==> config.mk <==
export PLATFORM = sky130hd
export DESIGN_NAME = rdgen_top
export DESIGN_NICKNAME = d
export VERILOG_FILES = /design/src/rtl/rdgen_pkg.sv /design/src/rtl/rdgen_lfsr.sv /design/src/rtl/rdgen_addr_pick.sv /design/src/rtl/rdgen_rate.sv /design/src/rtl/rdgen_top.sv
export SDC_FILE = /design/constraint.sdc
export NUM_CORES = 1
export LEC_CHECK = 0
export BUFFER_PORTS_ARGS = -buffer_cell sky130_fd_sc_hd__buf_2
export CAP_MARGIN = 20
export CORE_MARGIN = 2
export CORE_UTILIZATION = 50
export DETAILED_ROUTE_END_ITERATION = 7
export PLACE_DENSITY = 0.8
export RECOVER_POWER = 100
export SLEW_MARGIN = 20
export SYNTH_ARGS = -nofsm -noshare
export SYNTH_HDL_FRONTEND = slang
export SYNTH_SLANG_ARGS = --single-unit
==> constraint.sdc <==
create_clock -name clk -period 23.2 [get_ports clk]
set_clock_uncertainty 0.15 [all_clocks]
set_input_delay 4.64 -clock clk [delete_from_list [all_inputs] [get_ports clk]]
set_output_delay 4.64 -clock clk [all_outputs]
set_load 0.005 [all_outputs]
==> src/rtl/rdgen_pkg.sv <==
package rdgen_pkg;

    // Incrementing burst code and the all-good response code on the read channel.
    localparam logic [1:0] BURST_INCR = 2'b01;
    localparam logic [1:0] RESP_OKAY  = 2'b00;

    // A burst must stay within one page of this size.
    localparam int PAGE_LOG2 = 12;

    typedef enum logic [0:0] {
        ST_SILENT = 1'b0,
        ST_ISSUE  = 1'b1
    } gen_state_e;

    // Outcome of the window draw for one burst.
    typedef struct packed {
        logic        win1;
        logic [31:0] addr;
    } pick_t;

    // Pull an in-page offset back so that a burst of nbytes ends on or before the page end.
    function automatic logic [PAGE_LOG2-1:0] page_fit(
        input logic [PAGE_LOG2-1:0] off,
        input logic [PAGE_LOG2:0]   nbytes
    );
        logic [PAGE_LOG2+1:0] stop;
        logic [PAGE_LOG2:0]   page;
        page = (PAGE_LOG2+1)'(1) << PAGE_LOG2;
        stop = {2'b00, off} + {1'b0, nbytes};
        if (stop > {1'b0, page})
            return PAGE_LOG2'(page - nbytes);
        return off;
    endfunction

endpackage

==> src/rtl/rdgen_lfsr.sv <==
module rdgen_lfsr #(
    parameter int          W     = 32,
    parameter logic [W-1:0] TAPS = 32'h8020_0003,
    parameter logic [W-1:0] SEED = 32'hACE1_2468
) (
    input  logic         clk,
    input  logic         rst,
    output logic [W-1:0] value
);
    // Galois form, shifting right: one step per cycle.
    always_ff @(posedge clk) begin
        if (rst)
            value <= SEED;
        else if (value[0])
            value <= (value >> 1) ^ TAPS;
        else
            value <= value >> 1;
    end
endmodule

==> src/rtl/rdgen_addr_pick.sv <==
module rdgen_addr_pick
    import rdgen_pkg::*;
#(
    parameter int ADDR_W    = 32,
    parameter int RND_W     = 32,
    parameter int K_W       = 5,
    parameter int BEAT_LOG2 = 6,
    parameter int BYTES_W   = 13
) (
    input  logic [RND_W-1:0]   rnd,
    input  logic [6:0]         w0,
    input  logic [ADDR_W-1:0]  base0,
    input  logic [K_W-1:0]     k0,
    input  logic [ADDR_W-1:0]  base1,
    input  logic [K_W-1:0]     k1,
    input  logic [BYTES_W-1:0] nbytes,
    output pick_t              pick
);
    localparam int HALF = RND_W / 2;

    logic [HALF-1:0]        draw;
    logic [6:0]             pct;
    logic                   use1;
    logic [K_W-1:0]         k_sel;
    logic [ADDR_W-1:0]      base_sel;
    logic [ADDR_W-1:0]      mask;
    logic [ADDR_W-1:0]      raw;
    logic [PAGE_LOG2-1:0]   low;

    always_comb begin
        // Upper half of the random word picks the window, lower bits the offset.
        draw     = rnd[RND_W-1 -: HALF];
        pct      = 7'(draw % HALF'(100));
        use1     = (pct >= w0);
        k_sel    = use1 ? k1 : k0;
        base_sel = use1 ? base1 : base0;
        mask     = (ADDR_W'(1) << k_sel) - ADDR_W'(1);
        raw      = (ADDR_W'(rnd) << BEAT_LOG2) & mask;
        low      = page_fit(raw[PAGE_LOG2-1:0], (PAGE_LOG2+1)'(nbytes));
        pick.win1 = use1;
        pick.addr = 32'(base_sel | {raw[ADDR_W-1:PAGE_LOG2], low});
    end
endmodule

==> src/rtl/rdgen_rate.sv <==
module rdgen_rate #(
    parameter int INC_W   = 13,
    parameter int GAP_W   = 8,
    parameter int BYTES_W = 13,
    parameter int BKT_W   = 17
) (
    input  logic               clk,
    input  logic               rst,
    input  logic [INC_W-1:0]   inc,
    input  logic [GAP_W-1:0]   gap,
    input  logic               take,
    input  logic [BYTES_W-1:0] need,
    input  logic               accept,
    output logic               ok
);
    localparam logic [BKT_W:0] BKT_MAX = {1'b0, {BKT_W{1'b1}}};

    logic [BKT_W-1:0] bucket;
    logic [BKT_W-1:0] after_take;
    logic [BKT_W:0]   sum;
    logic [GAP_W-1:0] gap_cnt;

    always_comb begin
        after_take = bucket - (take ? BKT_W'(need) : '0);
        sum        = {1'b0, after_take} + (BKT_W+1)'(inc);
        ok         = (gap_cnt == '0) && (bucket >= BKT_W'(need));
    end

    always_ff @(posedge clk) begin
        if (rst) begin
            bucket  <= '0;
            gap_cnt <= '0;
        end else begin
            bucket <= (sum > BKT_MAX) ? BKT_MAX[BKT_W-1:0] : sum[BKT_W-1:0];
            if (accept)
                gap_cnt <= gap;
            else if (gap_cnt != '0)
                gap_cnt <= gap_cnt - 1'b1;
        end
    end
endmodule

==> src/rtl/rdgen_top.sv <==
module rdgen_top
    import rdgen_pkg::*;
#(
    parameter int ADDR_W     = 32,
    parameter int BEAT_BYTES = 64,
    parameter int LEN_CFG_W  = 6,
    parameter int DLY_W      = 16,
    parameter int TOT_W      = 32,
    parameter int GAP_W      = 8,
    parameter int INC_W      = 13,
    parameter int K_W        = 5,
    parameter int MAX_OUT    = 4,
    parameter int BKT_W      = 17,
    parameter int OUT_W      = $clog2(MAX_OUT + 1)
) (
    input  logic                 clk,
    input  logic                 rst,
    input  logic [DLY_W-1:0]     cfg_start_delay,
    input  logic [TOT_W-1:0]     cfg_total_bytes,
    input  logic [LEN_CFG_W-1:0] cfg_len,
    input  logic [GAP_W-1:0]     cfg_gap,
    input  logic [INC_W-1:0]     cfg_bw_inc,
    input  logic [6:0]           cfg_w0,
    input  logic [ADDR_W-1:0]    cfg_base0,
    input  logic [K_W-1:0]       cfg_k0,
    input  logic [ADDR_W-1:0]    cfg_base1,
    input  logic [K_W-1:0]       cfg_k1,
    input  logic [OUT_W-1:0]     cfg_max_out,
    output logic                 arvalid,
    input  logic                 arready,
    output logic [ADDR_W-1:0]    araddr,
    output logic [7:0]           arlen,
    output logic [2:0]           arsize,
    output logic [1:0]           arburst,
    input  logic                 rvalid,
    output logic                 rready,
    input  logic [1:0]           rresp,
    input  logic                 rlast,
    output logic                 done,
    output logic                 err
);
    localparam int BEAT_LOG2 = $clog2(BEAT_BYTES);
    localparam int BYTES_W   = BEAT_LOG2 + LEN_CFG_W + 1;
    localparam int RND_W     = 32;

    gen_state_e         state;
    logic [DLY_W-1:0]   dly_cnt;
    logic [TOT_W:0]     issued;
    logic [OUT_W-1:0]   out_cnt;
    logic [BYTES_W-1:0] burst_bytes;
    logic [RND_W-1:0]   rnd;
    pick_t              pick;
    logic               rate_ok;
    logic               budget_left;
    logic               launch;
    logic               ar_hs;
    logic               r_end;

    assign arsize  = 3'(BEAT_LOG2);
    assign arburst = BURST_INCR;
    assign rready  = 1'b1;

    always_comb begin
        burst_bytes = (BYTES_W'(cfg_len) + BYTES_W'(1)) << BEAT_LOG2;
        budget_left = issued < {1'b0, cfg_total_bytes};
        ar_hs       = arvalid && arready;
        r_end       = rvalid && rlast;
        launch      = (state == ST_ISSUE) && !arvalid && budget_left &&
                      (out_cnt < cfg_max_out) && rate_ok;
    end

    rdgen_lfsr #(.W(RND_W)) u_lfsr (
        .clk   (clk),
        .rst   (rst),
        .value (rnd)
    );

    rdgen_addr_pick #(
        .ADDR_W    (ADDR_W),
        .RND_W     (RND_W),
        .K_W       (K_W),
        .BEAT_LOG2 (BEAT_LOG2),
        .BYTES_W   (BYTES_W)
    ) u_pick (
        .rnd    (rnd),
        .w0     (cfg_w0),
        .base0  (cfg_base0),
        .k0     (cfg_k0),
        .base1  (cfg_base1),
        .k1     (cfg_k1),
        .nbytes (burst_bytes),
        .pick   (pick)
    );

    rdgen_rate #(
        .INC_W   (INC_W),
        .GAP_W   (GAP_W),
        .BYTES_W (BYTES_W),
        .BKT_W   (BKT_W)
    ) u_rate (
        .clk    (clk),
        .rst    (rst),
        .inc    (cfg_bw_inc),
        .gap    (cfg_gap),
        .take   (launch),
        .need   (burst_bytes),
        .accept (ar_hs),
        .ok     (rate_ok)
    );

    always_ff @(posedge clk) begin
        if (rst) begin
            state   <= ST_SILENT;
            dly_cnt <= '0;
            arvalid <= 1'b0;
            araddr  <= '0;
            arlen   <= '0;
            issued  <= '0;
            out_cnt <= '0;
            done    <= 1'b0;
            err     <= 1'b0;
        end else begin
            if (state == ST_SILENT) begin
                if (dly_cnt >= cfg_start_delay)
                    state <= ST_ISSUE;
                else
                    dly_cnt <= dly_cnt + 1'b1;
            end

            if (launch) begin
                arvalid <= 1'b1;
                araddr  <= ADDR_W'(pick.addr);
                arlen   <= 8'(cfg_len);
                issued  <= issued + (TOT_W+1)'(burst_bytes);
            end else if (ar_hs) begin
                arvalid <= 1'b0;
            end

            out_cnt <= out_cnt + OUT_W'(launch) - OUT_W'(r_end);

            if (rvalid && (rresp != RESP_OKAY))
                err <= 1'b1;

            if ((state == ST_ISSUE) && !budget_left && (out_cnt == '0) && !arvalid)
                done <= 1'b1;
        end
    end
endmodule

==> impl_metrics.json, run 1 <==
{
  "synth_seq_cells": 145,
  "drtIter0Drc": 593,
  "antenna_found_initial": 2,
  "hpwlAfterDp_um": 21000,
  "place_area_um2": 12100,
  "max_stage_delay_ps": 930,
  "fin_nets": 1794,
  "critPathKind": "reg2reg",
  "start_kind": "flip-flop",
  "irDropWorstVdd_mv": 0.204,
  "grt_pass1_vias": 9900,
  "clockBufferDepth": 2,
  "worstPathMaxFanout": 26,
  "yosysWarnings": 0,
  "critPathSlowestCell": "a21oi_1",
  "critPathLaunch": "u_lfsr.value[31]$_SDFF_PP1_",
  "synthDistinctLibCells": 88,
  "vias": 10200,
  "gr-total-overflow": 0,
  "yosysSeqAreaShare_pct": 26.4,
  "fillers": 1990,
  "fin_crit_ps": 13500,
  "yosysMostFrequentCell": "dfxtp_1",
  "holdBufCountCts": 0,
  "synthTopCellsByArea": "dfxtp_1 26%, ha_1 11%, a21oi_1 4.4%, nor2_1 4.2%, mux2i_1 4.0%",
  "rsz0062_at_grt": "no",
  "synth.largest_area_cell": "dfxtp_1",
  "hold_path_class": "reg2reg",
  "cts_resized": 0,
  "rr_startpoint": "u_lfsr.value[31]$_SDFF_PP1_",
  "grt_use_total_pct": 23.6,
  "worst_path_most_repeated_cell": "o21ai_0",
  "final_cell_area_um2": 12600,
  "routed_via_density": 5.60,
  "finalHoldViolCount": 0,
  "cts.sinks": 145,
  "drv_cap": 4,
  "worst_slew_pin_slew_ps": 3270,
  "htree_num_levels": 4,
  "path_clk_slew_ps": 60,
  "p_leak_uw": 0.00605,
  "area_growth_pct": 14.8,
  "arrival_ps": 13510,
  "totalWireLength_um": 28000,
  "setup_tns_ps": 0,
  "hold_depth": 1,
  "die_w_um": 152,
  "antenna_left": 0,
  "core_um2": 21700,
  "rows": 54,
  "initial_core_util_pct": 50.7,
  "setup_violations": 0,
  "post_drt_wl_per_cell_um": 15.4,
  "r2r_end": "araddr[7]$_SDFFE_PP0P_",
  "synth_area_per_cell_um2": 8.09,
  "post_cts_buffers": 0,
  "hp-start": "u_lfsr.value[4]$_SDFF_PP0_",
  "hold_path_end": "u_lfsr.value[3]$_SDFF_PP1_",
  "die_h_um": 152,
  "status": "finished with violations",
  "drc": 0,
  "fin_crit_sh_pct": 58.2,
  "rrSetupSlack_ps": 9700,
  "grt_pass1_wl_um": 46400,
  "violations": "capacitance limit, slew limit",
  "cp-end-kind": "flip-flop",
  "maxSlewViolCount": 227,
  "clk_latency_ps": 430,
  "drive_gt1_share_pct": 17.3,
  "finalWeightedCongestion": 0.901,
  "io_pins": 215,
  "detail_route.first_pass.iterations": 5,
  "clockRootBuffer": "clkbuf_16",
  "ff2ff_path_depth": 42,
  "grt_max_degree": 76,
  "synth_top_area_share_pct": 26.4,
  "numPortBuffers": 206,
  "syn-instance-count": 1360,
  "relSlewSlack_pct": -118,
  "synthFlopType": "dfxtp_1",
  "power_density_nw_per_um2": 163,
  "cts_tree": "yes",
  "dieArea_um2": 23200,
  "synth_edf_count": 0,
  "async_reset_ff_share_pct": 0,
  "max_freq_mhz": 74.1,
  "numCtsBuffers": 17,
  "synth_common_cells": "145 x dfxtp_1, 122 x nor2_1, 106 x inv_1, 106 x nand2_1",
  "syn_area_um2": 11000,
  "required_ps": 23210
}
-- critical path, delay by kind of cell, from the launching register on --
| family | cells | cell delay (ps) |
|---|---|---|
| mux | 3 | 1560 |
| fa+ha+maj | 4 | 1170 |
| simple gates | 12 | 2420 |
| flops | 1 | 860 |
| compound gates | 19 | 6650 |
| xor+xnor | 2 | 280 |
| buf+inv | 2 | 130 |
-- state kept, by name, indices dropped and copies added (netlist names) --
name            cells
u_rate.gap_cnt      8
issued             27
done                1
err                 1
araddr             32
arlen               6
dly_cnt            16
u_lfsr.value       32
state               1
out_cnt             3
arvalid             1
u_rate.bucket      17
-- through the flow --
step,std cells,utilization [%],worst slack [ps],hold WS [ps],total power (uW)
6_report,1821,58.2,9700,296,2060
3_5_place_dp,1787,56.0,11340,274,1750
2_1_floorplan,1366,-,12720,259,1450
4_1_cts,1819,58.8,11290,298,2050
3_3_place_gp,1787,56.0,11620,277,1710
5_1_grt,1820,58.2,8190,321,2240
-- cells by family (layout without fill, tap and decap cells) --
| group | count (synthesis) | in the layout | synth area share (%) |
|---|---|---|---|
| flops | 145 | 145 | 26.4 |
| compound gates | 348 | 348 | 22.5 |
| fa+ha+maj | 104 | 104 | 12.1 |
| xor+xnor | 79 | 79 | 6.36 |
| mux | 57 | 57 | 5.64 |
| other cells | 2 | 9 | 0.0683 |
| simple gates | 447 | 447 | 20.2 |
| buf+inv | 178 | 352 | 6.72 |
-- layout by cell type (no fill, tap or decap), types with 7 or more instances in the layout --
cell	instances
o21ai_0	48
nand3_1	38
o21bai_1	16
nor4_1	10
inv_1	106
mux2_2	9
or2_2	14
a211oi_1	20
nand2_1	106
nor3_1	27
clkbuf_1	26
xnor2_1	44
o211ai_1	11
ha_1	96
a311oi_1	23
nor2_1	123
or3_1	12
xor2_1	34
buf_2	185
nand2b_1	18
dfxtp_1	145
a21o_1	45
conb_1	8
o21a_1	7
nand4_1	19
nor2b_1	31
a21oi_1	96
o31ai_1	8
mux2i_1	45
and3_1	13
clkbuf_16	17
-- final cells by class --
cell class	instances	area [um^2]	area share [%]
multi-input cells	1043	7310	57.9
flip-flops and latches	145	2900	23.0
repair buffers	214	1050	8.29
clock buffers	17	425	3.37
inverters	106	398	3.15
well taps	280	350	2.78
clock inverters	15	190	1.51
diodes	1	2.50	0.0198
-- per-layer routing --
metal | global-route usage (%) | up-vias | part of all wire [%]
li1 | - | 5140 | -
met1 | 29.7 | 4730 | 44
met2 | 40.4 | 265 | 48
met3 | 4.58 | 55 | 5.2
met4 | 7.92 | 2 | 2.7
met5 | 0 | - | 0.046
-- worst max-delay path by stage --
| stage | to | slack (ps) | cells past startpoint |
|---|---|---|---|
| after floorplan | u_rate.bucket[10]$_SDFF_PP0_ | 12720 | 33 |
| after global placement | araddr[7]$_SDFFE_PP0P_ | 11620 | 39 |
| after detailed placement | araddr[7]$_SDFFE_PP0P_ | 11340 | 41 |
| after CTS | araddr[7]$_SDFFE_PP0P_ | 11290 | 41 |
| after global routing | araddr[11]$_SDFFE_PP0P_ | 8190 | 44 |
| final | araddr[7]$_SDFFE_PP0P_ | 9700 | 42 |
-- where the power goes --
group | total, uW | switching (uW) | internal, uW
Combinational | 1470 | 840 | 634
Sequential | 298 | 25.3 | 273
Clock | 290 | 125 | 165
Note: power is estimated with default switching activity, not from simulation.
==> inputs of run 2 (changes only) <==
clock period = 13.25 ns   (was 23.2 ns; I/O delays follow)
==> run 2 against run 1 <==
Net effect:
- the run still ends with capacitance limit, slew limit left
- via count decreased by 1.2%
- clock power up 70%
- non-clock buffer count is 1 lower
- largest power group unchanged
==> impl_metrics.json, run 2 (synthesized netlist as in run 1, its figures left out) <==
{
  "status": "finished with violations",
  "violations": "capacitance limit, slew limit",
  "largestRegisters": "araddr (32), u_lfsr.value (32), issued (27)",
  "p_leak_uw": 0.00605,
  "detail_route.first_pass.iterations": 8,
  "critPathSlowestCell": "dfxtp_1",
  "hpwlAfterDp_um": 20700,
  "rrSetupSlack_ps": 1270,
  "antenna_left": 0,
  "fin_crit_ps": 11980,
  "place_area_um2": 12100,
  "drv_cap": 4,
  "worst_slew_pin_slew_ps": 3770,
  "drive_gt1_share_pct": 17.8,
  "post_cts_buffers": 0,
  "dieArea_um2": 23200,
  "vias": 10100,
  "die_w_um": 152,
  "hold_depth": 1,
  "grt_pass1_vias": 9474,
  "p_sw_uw": 1710,
  "p_comb_share_pct": 71.3,
  "grt_use_total_pct": 23.1,
  "finalWeightedCongestion": 0.897,
  "die_h_um": 152,
  "swShare_pct": 48.2,
  "routed_via_density": 5.53,
  "grtUsageMet3_pct": 4.61,
  "htree_num_levels": 4,
  "rows": 54,
  "grt_pass1_wl_um": 45000,
  "path_clk_slew_ps": 60,
  "cp_top_family": "compound AO/OA/AOI/OAI gates",
  "grtUsageMet1_pct": 28.7,
  "area_growth_pct": 15.4,
  "post_drt_wl_per_cell_um": 15.1,
  "rr_startpoint": "u_lfsr.value[31]$_SDFF_PP1_",
  "top_usage_layer": "met2",
  "clock_power_share_pct": 14.0,
  "final_cell_area_um2": 12700,
  "clockRootBuffer": "clkbuf_16",
  "clk_latency_ps": 430,
  "fillers": 1922,
  "grt_max_degree": 85,
  "finalHoldViolCount": 0,
  "clockBufferDepth": 2,
  "critPathBufInv": 2,
  "cts.sinks": 145,
  "numPortBuffers": 206,
  "p_seq_share_pct": 14.7,
  "p_int_uw": 1830,
  "fin_nets": 1793,
  "max_freq_mhz": 83.5,
  "grtUsageMet2_pct": 40.9,
  "fin_crit_sh_pct": 90.4,
  "totalWireLength_um": 27500,
  "holdBufCountCts": 0,
  "gr-total-overflow": 0,
  "ff2ff_path_depth": 42,
  "place_ws_ps": 1830,
  "numCtsBuffers": 17,
  "core_um2": 21700,
  "irDropWorstVdd_mv": 0.285,
  "final_cell_mix": "186 x buf_2, 145 x dfxtp_1, 123 x nor2_1",
  "io_pins": 215,
  "maxSlewViolCount": 222,
  "hold_path_class": "reg2reg",
  "cts_tree": "yes",
  "start_kind": "flip-flop",
  "required_ps": 13240,
  "seq_area_um2": 2900,
  "initial_core_util_pct": 50.7,
  "setup_slack_ps": 1270,
  "rsz0062_at_grt": "no",
  "hp-start": "u_lfsr.value[7]$_SDFF_PP0_",
  "setup_violations": 0,
  "critPathKind": "reg2reg",
  "hold_path_end": "u_lfsr.value[6]$_SDFF_PP1_",
  "worstPathMaxFanout": 31,
  "drc": 0,
  "cp-end-kind": "flip-flop",
  "cts_resized": 0,
  "multi_input_area_um2": 7380,
  "arrival_ps": 11970,
  "r2r_end": "araddr[7]$_SDFFE_PP0P_",
  "setup_tns_ps": 0,
  "max_stage_delay_ps": 800,
  "postLayoutCoreUtil_pct": 58.5,
  "antenna_found_initial": 2,
  "whs_ps": 294,
  "drtIter0Drc": 500,
  "final_common_cell": "buf_2",
  "power_density_nw_per_um2": 279,
  "relSlewSlack_pct": -151
}
==> run 2: cell types whose count changed in the layout (fill, tap and decap cells not counted), moves of 2 or more <==
| cell | previous run | this run |
|---|---|---|
| buf_4 | 1 | 3 |
| clkbuf_1 | 26 | 24 |
| clkbuf_8 | 0 | 2 |
| clkinv_4 | 0 | 4 |
| clkinvlp_4 | 0 | 2 |
| inv_6 | 6 | 3 |
| inv_8 | 5 | 1 |
==> run 2: worst max path at each step <==
stage / from / endpoint / slack, ps / cells after the start
4_1_cts: u_lfsr.value[31]$_SDFF_PP1_ / araddr[7]$_SDFFE_PP0P_ / 1710 / 42
3_5_place_dp: u_lfsr.value[31]$_SDFF_PP1_ / araddr[7]$_SDFFE_PP0P_ / 1830 / 42
5_1_grt: u_lfsr.value[31]$_SDFF_PP1_ / araddr[7]$_SDFFE_PP0P_ / 310 / 42
3_3_place_gp: u_lfsr.value[31]$_SDFF_PP1_ / araddr[7]$_SDFFE_PP0P_ / 2270 / 42
6_report: u_lfsr.value[31]$_SDFF_PP1_ / araddr[7]$_SDFFE_PP0P_ / 1270 / 42
2_1_floorplan: u_lfsr.value[29]$_SDFF_PP1_ / araddr[11]$_SDFFE_PP0P_ / 3420 / 47
==> run 2: stage by stage <==
step	total power, uW	cells
4_1_cts	3530	1819
6_report	3540	1820
2_1_floorplan	2550	1366
5_1_grt	3830	1820
3_5_place_dp	3020	1787
3_3_place_gp	2960	1787
==> run 2: metal layers <==
metal | up-vias | routed length [um]
li1 | 5121 | -
met2 | 286 | 13300
met5 | - | 0
met1 | 4628 | 12200
met4 | 0 | 351
met3 | 34 | 1600
==> run 2: final cells by class <==
class,instances,area share (%)
antenna,1,0.0197
clock buffer,20,3.60
clock inverter,12,1.16
inverter,106,3.14
multi-input combinational,1043,58.2
sequential,145,22.9
tap,280,2.76
timing repair buffer,213,8.23
==> run 2: worst reg2reg max path: cells and delay by family (launching register included) <==
family / cells / cell delay [ps]
simple gates: 14 / 2580
flops: 1 / 800
fa+ha+maj: 3 / 910
compound gates: 18 / 4910
mux: 3 / 1260
buf+inv: 2 / 730
xor+xnor: 2 / 340
==> run 2: power groups by stage <==
stage | sequential, uW | clock [uW] | combinational (uW)
2_1_floorplan | 510 | 0 | 2040
3_3_place_gp | 527 | 0 | 2430
3_5_place_dp | 529 | 0 | 2490
4_1_cts | 520 | 504 | 2510
5_1_grt | 527 | 521 | 2780
6_report | 522 | 494 | 2520
==> inputs of run 3 (changes only) <==
BUFFER_PORTS_ARGS = -buffer_cell sky130_fd_sc_hd__buf_4   (was -buffer_cell sky130_fd_sc_hd__buf_2)
==> run 3 against run 2 <==
Net effect:
- the run still ends with capacitance limit, slew limit left
- core utilization is 2.3 points higher
- critical path type unchanged
- register-to-register slack gained 60 ps
- critical path depth did not move
- highest routed layer unchanged
- design area rose by 3.9%
- non-clock buffer count is 1 lower
- sequential power hardly changed
==> impl_metrics.json, run 3 (synthesized netlist as in run 1, its figures left out) <==
{
  "post_drt_wl_per_cell_um": 15.8,
  "swShare_pct": 48.5,
  "finalWeightedCongestion": 0.915,
  "r2r_end": "araddr[7]$_SDFFE_PP0P_",
  "hold_depth": 2,
  "drv_cap": 5,
  "start_kind": "flip-flop",
  "hp-start": "err$_SDFFE_PP0P_",
  "path_clk_slew_ps": 70,
  "clockBufferDepth": 2,
  "critPathSlowestCell": "dfxtp_1",
  "setup_violations": 0,
  "place_area_um2": 12600,
  "largestRegisters": "araddr (32), u_lfsr.value (32), issued (27)",
  "htree_num_levels": 4,
  "required_ps": 13240,
  "drc": 0,
  "final_common_cell": "buf_4",
  "final_cell_mix": "164 x buf_4, 145 x dfxtp_1, 122 x nor2_1",
  "fin_cells": 1819,
  "cts_resized": 0,
  "vias": 10300,
  "worstPathMaxFanout": 26,
  "setup_tns_ps": 0,
  "p_seq_share_pct": 14.9,
  "grt_pass1_vias": 9862,
  "ff2ff_path_depth": 42,
  "finalHoldViolCount": 0,
  "worst_path_most_repeated_cell": "nor2_1",
  "clockRootBuffer": "clkbuf_16",
  "gr-total-overflow": 0,
  "rr_startpoint": "u_lfsr.value[31]$_SDFF_PP1_",
  "status": "finished with violations",
  "final_cell_area_um2": 13200,
  "p_comb_share_pct": 71.3,
  "power_density_nw_per_um2": 265,
  "die_w_um": 152,
  "grt_pass1_wl_um": 47000,
  "detail_route.first_pass.iterations": 5,
  "cp-end-kind": "flip-flop",
  "grt_use_total_pct": 24.0,
  "relSlewSlack_pct": -151,
  "dieArea_um2": 23200,
  "max_stage_delay_ps": 800,
  "area_growth_pct": 19.8,
  "drive_gt1_share_pct": 18.8,
  "fillers": 1928,
  "hpwlAfterDp_um": 21800,
  "p_leak_uw": 0.00622,
  "hold_path_end": "err$_SDFFE_PP0P_",
  "violations": "capacitance limit, slew limit",
  "fin_crit_ps": 11920,
  "antenna_found_initial": 1,
  "numCtsBuffers": 17,
  "setup_slack_ps": 1330,
  "arrival_ps": 11910,
  "fin_crit_sh_pct": 90.0,
  "antenna_left": 0,
  "numPortBuffers": 206,
  "clk_latency_ps": 430,
  "irDropWorstVdd_mv": 0.422,
  "routed_via_density": 5.64,
  "rsz0062_at_grt": "no",
  "drtIter0Drc": 519,
  "rrSetupSlack_ps": 1330,
  "max_freq_mhz": 83.9,
  "hold_path_class": "reg2reg",
  "post_cts_buffers": 0,
  "holdBufCountCts": 0,
  "maxSlewViolCount": 253,
  "rows": 54,
  "cts_tree": "yes",
  "critPathKind": "reg2reg",
  "initial_core_util_pct": 50.7,
  "place_inst": 1786,
  "p_sw_uw": 1700,
  "place_ws_ps": 1470,
  "core_um2": 21700,
  "die_h_um": 152,
  "cts.sinks": 145,
  "fin_nets": 1792,
  "p_int_uw": 1800,
  "worst_slew_pin_slew_ps": 3770,
  "clock_power_share_pct": 13.8,
  "grt_max_degree": 87,
  "io_pins": 215,
  "totalWireLength_um": 28700
}
-- run 3: per-layer routing --
metal / up-vias / wire length [um] / GRT usage, %
li1: 5146 / - / -
met1: 4785 / 12200 / 29.4
met2: 292 / 14400 / 43.4
met3: 40 / 1610 / 4.64
met4: 0 / 495 / 5.92
met5: - / 0 / 0
-- run 3: power groups by stage --
stage               Combinational (uW)  Clock [uW]  Sequential (uW)
global route                      2690         508              527
detailed placement                2490           0              530
global placement                  2430           0              527
floorplan                         2040           0              510
finish                            2500         481              521
CTS                               2520         487              520
-- run 3: how the worst max path moves through the flow --
stage | from | to | cells after the start
final | u_lfsr.value[31]$_SDFF_PP1_ | araddr[7]$_SDFFE_PP0P_ | 42
after global routing | u_lfsr.value[31]$_SDFF_PP1_ | araddr[7]$_SDFFE_PP0P_ | 40
after CTS | u_lfsr.value[31]$_SDFF_PP1_ | araddr[7]$_SDFFE_PP0P_ | 40
after detailed placement | u_lfsr.value[31]$_SDFF_PP1_ | araddr[7]$_SDFFE_PP0P_ | 41
after global placement | u_lfsr.value[31]$_SDFF_PP1_ | araddr[7]$_SDFFE_PP0P_ | 42
after floorplan | u_lfsr.value[29]$_SDFF_PP1_ | araddr[11]$_SDFFE_PP0P_ | 47
-- run 3: worst max-delay path: cells and delay by family, from the launching register on --
kind | cells | cell delay (ps)
AOI/OAI and AO/OA | 14 | 4180
DFF | 1 | 800
muxes | 6 | 2410
adders and majority gates | 5 | 1370
xor gates and xnor gates | 4 | 710
and+or+nand+nor | 10 | 1670
buffers and inverters | 3 | 360
-- run 3: layout make-up --
type                    count  area, um^2  share of cell area [%]
multi-input cells        1043        7390                    56.1
clock buffers              17         425                    3.23
diodes                      1        2.50                  0.0190
well taps                 280         350                    2.66
clock inverters            15         156                    1.19
flip-flops and latches    145        2900                    22.0
inverters                 106         398                    3.02
repair buffers            212        1550                    11.8
-- run 3: per-stage QoR --
| stage | total power, uW | util (%) | hold slack [ps] |
|---|---|---|---|
| after detailed placement | 3020 | 58.3 | 284 |
| after global placement | 2960 | 58.3 | 279 |
| after CTS | 3520 | 61.0 | 300 |
| after floorplan | 2550 | - | 259 |
| final | 3500 | 60.8 | 298 |
| after global routing | 3720 | 60.7 | 320 |
